[src/rtl/icap_pkg.sv]
package icap_pkg;

    typedef enum logic [1:0] {
        A_CTRL = 2'd0,
        A_STAT = 2'd1,
        A_CAP  = 2'd2,
        A_TIME = 2'd3
    } reg_addr_e;

    // bit positions: en 0, pol 1, psc 3:2, filt 7:4, sel 8, irq_en 9, dma_en 10
    typedef struct packed {
        logic       dma_en;
        logic       irq_en;
        logic       sel;
        logic [3:0] filt;
        logic [1:0] psc;
        logic       pol;
        logic       en;
    } ctrl_t;

    localparam int CTRL_W = $bits(ctrl_t);

endpackage

[src/rtl/icap_timebase.sv]
module icap_timebase #(
    parameter int CNT_W  = 16,
    parameter int TPSC_W = 16
) (
    input  logic              clk,
    input  logic              rst_n,
    input  logic [TPSC_W-1:0] div_val,
    output logic [CNT_W-1:0]  count
);
    typedef struct packed {
        logic [TPSC_W-1:0] pre;
        logic [CNT_W-1:0]  cnt;
    } tb_t;

    tb_t s_d, s_q;

    always_comb begin
        s_d = s_q;
        if (s_q.pre >= div_val) begin
            s_d.pre = '0;
            s_d.cnt = s_q.cnt + 1'b1;
        end else begin
            s_d.pre = s_q.pre + 1'b1;
        end
    end

    always_ff @(posedge clk or negedge rst_n) begin
        if (!rst_n) s_q <= '0;
        else        s_q <= s_d;
    end

    assign count = s_q.cnt;
endmodule

[src/rtl/icap_filter.sv]
module icap_filter #(
    parameter int SYNC_N = 2,
    parameter int FILT_W = 4
) (
    input  logic              clk,
    input  logic              rst_n,
    input  logic              raw,
    input  logic [FILT_W-1:0] flen,
    output logic              rise,
    output logic              fall
);
    typedef struct packed {
        logic [SYNC_N-1:0] sync;
        logic [FILT_W-1:0] run;
        logic              level;
    } flt_t;

    flt_t s_d, s_q;
    logic sample;

    always_comb begin
        s_d      = s_q;
        sample   = s_q.sync[SYNC_N-1];
        s_d.sync = {s_q.sync[SYNC_N-2:0], raw};
        if (flen == '0) begin
            s_d.level = sample;
            s_d.run   = '0;
        end else if (sample != s_q.level) begin
            if (s_q.run >= flen - 1'b1) begin
                s_d.level = sample;
                s_d.run   = '0;
            end else begin
                s_d.run = s_q.run + 1'b1;
            end
        end else begin
            s_d.run = '0;
        end
        rise = s_d.level & ~s_q.level;
        fall = ~s_d.level & s_q.level;
    end

    always_ff @(posedge clk or negedge rst_n) begin
        if (!rst_n) s_q <= '0;
        else        s_q <= s_d;
    end
endmodule

[src/rtl/icap_edge_div.sv]
module icap_edge_div #(
    parameter int DIV_W = 3
) (
    input  logic       clk,
    input  logic       rst_n,
    input  logic       clr,
    input  logic       edge_in,
    input  logic [1:0] psc,
    output logic       fire
);
    logic [DIV_W-1:0] cnt_d, cnt_q;
    logic [DIV_W-1:0] mask;

    always_comb begin
        mask  = DIV_W'((1 << psc) - 1);
        fire  = edge_in && ((cnt_q & mask) == mask);
        cnt_d = cnt_q;
        if (clr)          cnt_d = '0;
        else if (edge_in) cnt_d = cnt_q + 1'b1;
    end

    always_ff @(posedge clk or negedge rst_n) begin
        if (!rst_n) cnt_q <= '0;
        else        cnt_q <= cnt_d;
    end
endmodule

[src/rtl/icap_unit.sv]
module icap_unit
    import icap_pkg::*;
#(
    parameter int CNT_W  = 16,
    parameter int DW     = 16,
    parameter int TPSC_W = 16
) (
    input  logic          clk,
    input  logic          rst_n,
    input  logic [1:0]    sig_in,
    input  logic          reg_wr,
    input  logic          reg_rd,
    input  logic [1:0]    reg_addr,
    input  logic [DW-1:0] reg_wdata,
    output logic [DW-1:0] reg_rdata,
    output logic          irq,
    output logic          dma_req
);
    typedef struct packed {
        ctrl_t             ctrl;
        logic              pend;
        logic              ovr;
        logic [CNT_W-1:0]  cap;
        logic [TPSC_W-1:0] tdiv;
    } st_t;

    st_t s_d, s_q;

    logic [CNT_W-1:0] cnt_val;
    logic             raw_sel, f_rise, f_fall, edge_ok, cap_fire;
    ctrl_t            wr_ctrl;

    // named views for the bound checker
    logic             pend_q, ovr_q, chan_en, chan_sel;
    logic [CNT_W-1:0] cap_val;

    icap_timebase #(.CNT_W(CNT_W), .TPSC_W(TPSC_W)) u_tb (
        .clk(clk), .rst_n(rst_n), .div_val(s_q.tdiv), .count(cnt_val)
    );

    assign raw_sel = s_q.ctrl.sel ? sig_in[1] : sig_in[0];

    icap_filter #(.SYNC_N(2), .FILT_W(4)) u_flt (
        .clk(clk), .rst_n(rst_n), .raw(raw_sel), .flen(s_q.ctrl.filt),
        .rise(f_rise), .fall(f_fall)
    );

    assign edge_ok = s_q.ctrl.en & (s_q.ctrl.pol ? f_fall : f_rise);

    icap_edge_div #(.DIV_W(3)) u_div (
        .clk(clk), .rst_n(rst_n), .clr(~s_q.ctrl.en), .edge_in(edge_ok),
        .psc(s_q.ctrl.psc), .fire(cap_fire)
    );

    always_comb begin
        s_d     = s_q;
        wr_ctrl = ctrl_t'(reg_wdata[CTRL_W-1:0]);
        if (s_q.ctrl.en) wr_ctrl.sel = s_q.ctrl.sel;

        if (reg_wr) begin
            case (reg_addr)
                A_CTRL:  s_d.ctrl = wr_ctrl;
                A_STAT: begin
                    s_d.pend = s_q.pend & reg_wdata[0];
                    s_d.ovr  = s_q.ovr  & reg_wdata[1];
                end
                A_TIME:  s_d.tdiv = reg_wdata[TPSC_W-1:0];
                default: ;
            endcase
        end
        if (reg_rd && reg_addr == A_CAP) s_d.pend = 1'b0;

        if (cap_fire) begin
            s_d.cap = cnt_val;
            if (s_d.pend) s_d.ovr = 1'b1;
            s_d.pend = 1'b1;
        end

        case (reg_addr)
            A_CTRL:  reg_rdata = DW'(s_q.ctrl);
            A_STAT:  reg_rdata = DW'({s_q.ovr, s_q.pend});
            A_CAP:   reg_rdata = DW'(s_q.cap);
            default: reg_rdata = DW'(cnt_val);
        endcase
    end

    always_ff @(posedge clk or negedge rst_n) begin
        if (!rst_n) s_q <= '0;
        else        s_q <= s_d;
    end

    assign irq      = s_q.pend & s_q.ctrl.irq_en;
    assign dma_req  = s_q.pend & s_q.ctrl.dma_en;
    assign pend_q   = s_q.pend;
    assign ovr_q    = s_q.ovr;
    assign chan_en  = s_q.ctrl.en;
    assign chan_sel = s_q.ctrl.sel;
    assign cap_val  = s_q.cap;
endmodule

[config.mk]
export PLATFORM = sky130hd
export DESIGN_NAME = icap_unit
export DESIGN_NICKNAME = d
export VERILOG_FILES = /design/src/rtl/icap_pkg.sv /design/src/rtl/icap_timebase.sv /design/src/rtl/icap_filter.sv /design/src/rtl/icap_edge_div.sv /design/src/rtl/icap_unit.sv
export SDC_FILE = /design/constraint.sdc
export NUM_CORES = 1
export LEC_CHECK = 0
export ABC_AREA = 1
export ABC_CLOCK_PERIOD_IN_PS = 2300
export CAP_MARGIN = 20
export CORE_MARGIN = 2
export CORE_UTILIZATION = 41
export CTS_CLUSTER_DIAMETER = 100
export CTS_CLUSTER_SIZE = 16
export DETAILED_ROUTE_END_ITERATION = 7
export GPL_TIMING_DRIVEN = 0
export REMOVE_ABC_BUFFERS = 1
export SYNTH_ARGS = -nofsm -noshare
export SYNTH_HDL_FRONTEND = slang
export SYNTH_SLANG_ARGS = --single-unit
[constraint.sdc]
create_clock -name clk -period 2.3 [get_ports clk]
set_input_delay 0.46 -clock clk [delete_from_list [all_inputs] [get_ports clk]]
set_output_delay 0.46 -clock clk [all_outputs]
set_load 0.02 [all_outputs]
==> impl_metrics.csv <==
group,metric,value,unit
status,outcome,"finished, final reports clean",
timing,slew_viol_final,0,
clocking,cts_sinks,87,
hold_path,min_path_type,"in2async",
die,io_pins,42,
layout,antennaDiodeCount,0,
critical_path,crit_path_end_kind,"primary output",
global_route,grt_pass1_wl,19200,um
critical_path,worstPathRequired,1.84,ns
global_route,grt-ovfl-total,0,
timing,period_share,93.3,%
layout,multi_input_area,0.00236,mm2
detailed_routing,avgViaCountPerCell,5.17,
detailed_routing,ant_nets,0,
critical_path,max_stage_delay,0.55,ns
timing,fmax,466,MHz
synthesis,synth_most_common_cell,"nand2_1",
synthesis,synth_fa_ha_area_share,6.44,%
global_route,antenna_found_initial,0,
critical_path,r2r_end,"u_div.cnt_q[2]",
critical_path,rr_worst_depth,12,
timing,skew,0.00998,ns
pwr,vdd_drop_max,0.642,mV
layout,regArea,0.00218,mm2
timing,hold_ws,0.134,ns
detailed_routing,first_pass_iters,5,
clocking,clockBufferDepth,2,
synthesis,synth_top_area_share,44.8,%
die,rows,39,
synthesis,synth_compound_area_share,10.5,%
synthesis,synth_cells,576,
timing,tightest_slew,0.925,ns
pwr,p_per_area,690,mW/mm2
pwr,power.total,3.97,mW
die,dieArea,0.0127,mm2
synthesis,synth.area.mux_share,0.464,%
critical_path,crit_chain,"inv_1 -> o2111ai_1 -> dlygate4sd2_1",
detailed_routing,num_vias,3960,
synthesis,yosys.area_share.simple,24.3,%
clocking,cts_buffers,9,
clocking,holdBufCountCts,0,
clocking,cts_root_buf,"clkbuf_16",
synthesis,synth_area_leaders,"dfrtp_1 45%, nand2_1 11%, ha_1 6.4%",
global_route,grt_pass1_vias,3812,
synthesis,syn_avg_cell_area,8.43,um2
layout,drive_above_1_share,11.6,%
die,die_x,113,um
timing,grt_setup_unrepaired,"no",
die,initial_core_util,42.3,%
synthesis,synth_commonest_cells,"146 x nand2_1, 87 x dfrtp_1, 73 x inv_1, 53 x nor2_1, 25 x ha_1",
detailed_routing,drc,0,
layout,syn2layout_area_growth,18.6,%
synthesis,syn_area,0.00485,mm2
timing,period_needed,2.15,ns
timing,tns,0,ns
place,gp_congestion,0.822,
timing,finalSetupViolCount,0,
die,die_h,113,um
synthesis,synth_edf_count,0,
synthesis,yosys.area.top_type,"dfrtp_1",
layout,nets,669,
critical_path,crit_fanout,5,
global_route,grtUsageTotal,19.0,%
clocking,clkTransAtPathRegs,0.06,ns
synthesis,synthFlopType,"dfrtp_1",
synthesis,ys_seq_elements,87,
clocking,clk_latency,0.35,ns
timing,slew_headroom,38.2,%
synthesis,synth_top_family_by_area,"simple AND/OR/NAND/NOR gates",
place,hpwl,8000,um
clocking,h-tree-depth,3,
critical_path,cp-start-kind,"flop",
die,coreArea,0.0115,mm2
critical_path,worstReg2RegStart,"s_q[40]",
pwr,p_leak,2.78,nW
layout,final_cell_area,0.00576,mm2
synthesis,synth_xor_area_share,5.59,%
critical_path,slowest_stage,"dfrtp_1",
synthesis,ys_types,38,
place,port_buffers,41,
synthesis,ys_warn_count,0,
run,max_cap_viol_count,0,
synthesis,async_flop_share,100,%
place,placed_cell_area,0.00536,mm2
critical_path,worst_ep_arrival_time,1.69,ns
detailed_routing,drt-initial-drc-count,262,
clocking,tritoncts,"done",
layout,fill_cells,1061,
detailed_routing,wirelength,11600,um
global_route,grt_start_max_net_pins,49,
synthesis,synth_seq_area_share,44.8,%
timing,hold_viol,0,
critical_path,reg2reg_setup_slack,0.20,ns
detailed_routing,wl_per_cell,15.1,um
critical_path,critPathKind,"reg2out",
layout,fin_util,50.2,%
-- where the power goes --
| group | internal, mW | leakage [nW] | total (mW) | switching, mW |
|---|---|---|---|---|
| clock | 0.827 | 0.138 | 1.41 | 0.586 |
| combinational | 0.286 | 1.51 | 0.765 | 0.480 |
| sequential | 1.68 | 1.13 | 1.79 | 0.115 |
| total | 2.79 | 2.78 | 3.97 | 1.18 |
-- critical path: cells and delay by family, from the launching register on --
family | cells | cell delay, ns
AO/OA/AOI/OAI | 1 | 0.24
buffers and inverters | 2 | 0.55
flip-flops | 1 | 0.55
-- metrics by stage --
step | setup slack (ns) | std cells
global route | 0.0138 | 766
detailed placement | -0.638 | 747
finish | 0.154 | 766
CTS | 0.0262 | 762
floorplan | 0.333 | 561
global placement | -2.54 | 745
-- sequential cells by signal, indices dropped and copies added (netlist names), 3 cells and up --
name / flops
cap_val: 16
s_q: 25
u_div.cnt_q: 3
u_flt.s_q: 6
u_tb.count: 16
u_tb.s_q: 16
-- layout by cell type, fill, tap and decap left out, drive strengths merged --
master | synthesis | final
nor3 | 8 | 8
clkdlybuf4s50 | 0 | 22
o221ai | 6 | 6
o2111ai | 2 | 2
inv | 74 | 74
a21oi | 23 | 23
nand3b | 2 | 2
bufinv | 0 | 1
xor2 | 24 | 24
o311ai | 1 | 1
or2 | 2 | 2
nand4 | 23 | 24
buf | 13 | 6
nand3 | 20 | 21
o21a | 1 | 1
nand2 | 148 | 148
mux2 | 2 | 2
nor2 | 59 | 59
o31ai | 1 | 1
o21ai | 41 | 41
a21o | 1 | 1
clkdlybuf4s15 | 0 | 11
ha | 25 | 25
clkinv | 0 | 3
a31oi | 1 | 1
xnor2 | 7 | 7
clkbuf | 2 | 13
o211ai | 3 | 3
dlygate4sd2 | 0 | 4
dfrtp | 87 | 87
-- metal layers --
metal | part of all wire (%) | global-route usage (%)
met1 | 48 | 25.9
met2 | 46 | 29.7
met3 | 4.3 | 5.09
met4 | 1.9 | 6.18
met5 | 0 | 0
-- repair_timing --
item                                    CTS  global route
endpoints found under the setup margin   49            64
pin swaps                                 0             1
gates resized for setup                  56             8
buffers inserted                          0             3
gates cloned                              1             1
-- worst max-delay path by stage --
stage	startpoint	to	slack, ns
2_1_floorplan	s_q[40]	cap_val[0]	0.33
3_3_place_gp	rst_n	u_tb.s_q[28]	-2.54
3_5_place_dp	reg_addr[0]	reg_rdata[0]	-0.64
4_1_cts	s_q[38]	ovr_q	0.03
5_1_grt	s_q[40]	u_div.cnt_q[2]	0.01
6_report	chan_en	reg_rdata[0]	0.15
-- kinds of logic (layout without fill, tap and decap cells) --
| kind of cell | count (synthesis) | count (layout) |
|---|---|---|
| xor+xnor | 31 | 31 |
| flops | 87 | 87 |
| mux | 2 | 2 |
| compound gates | 80 | 80 |
| simple gates | 262 | 264 |
| fa+ha+maj | 25 | 25 |
| buf+inv | 89 | 134 |
-- final cells by class --
class,instances,share of cell area (%)
Clock buffer,10,3.98
Clock inverter,4,0.848
Inverter,74,4.83
Multi-Input combinational cell,402,40.9
Sequential cell,87,37.8
Tap cell,143,3.11
Timing Repair Buffer,46,8.50
Note: power is estimated with default switching activity, not from simulation.
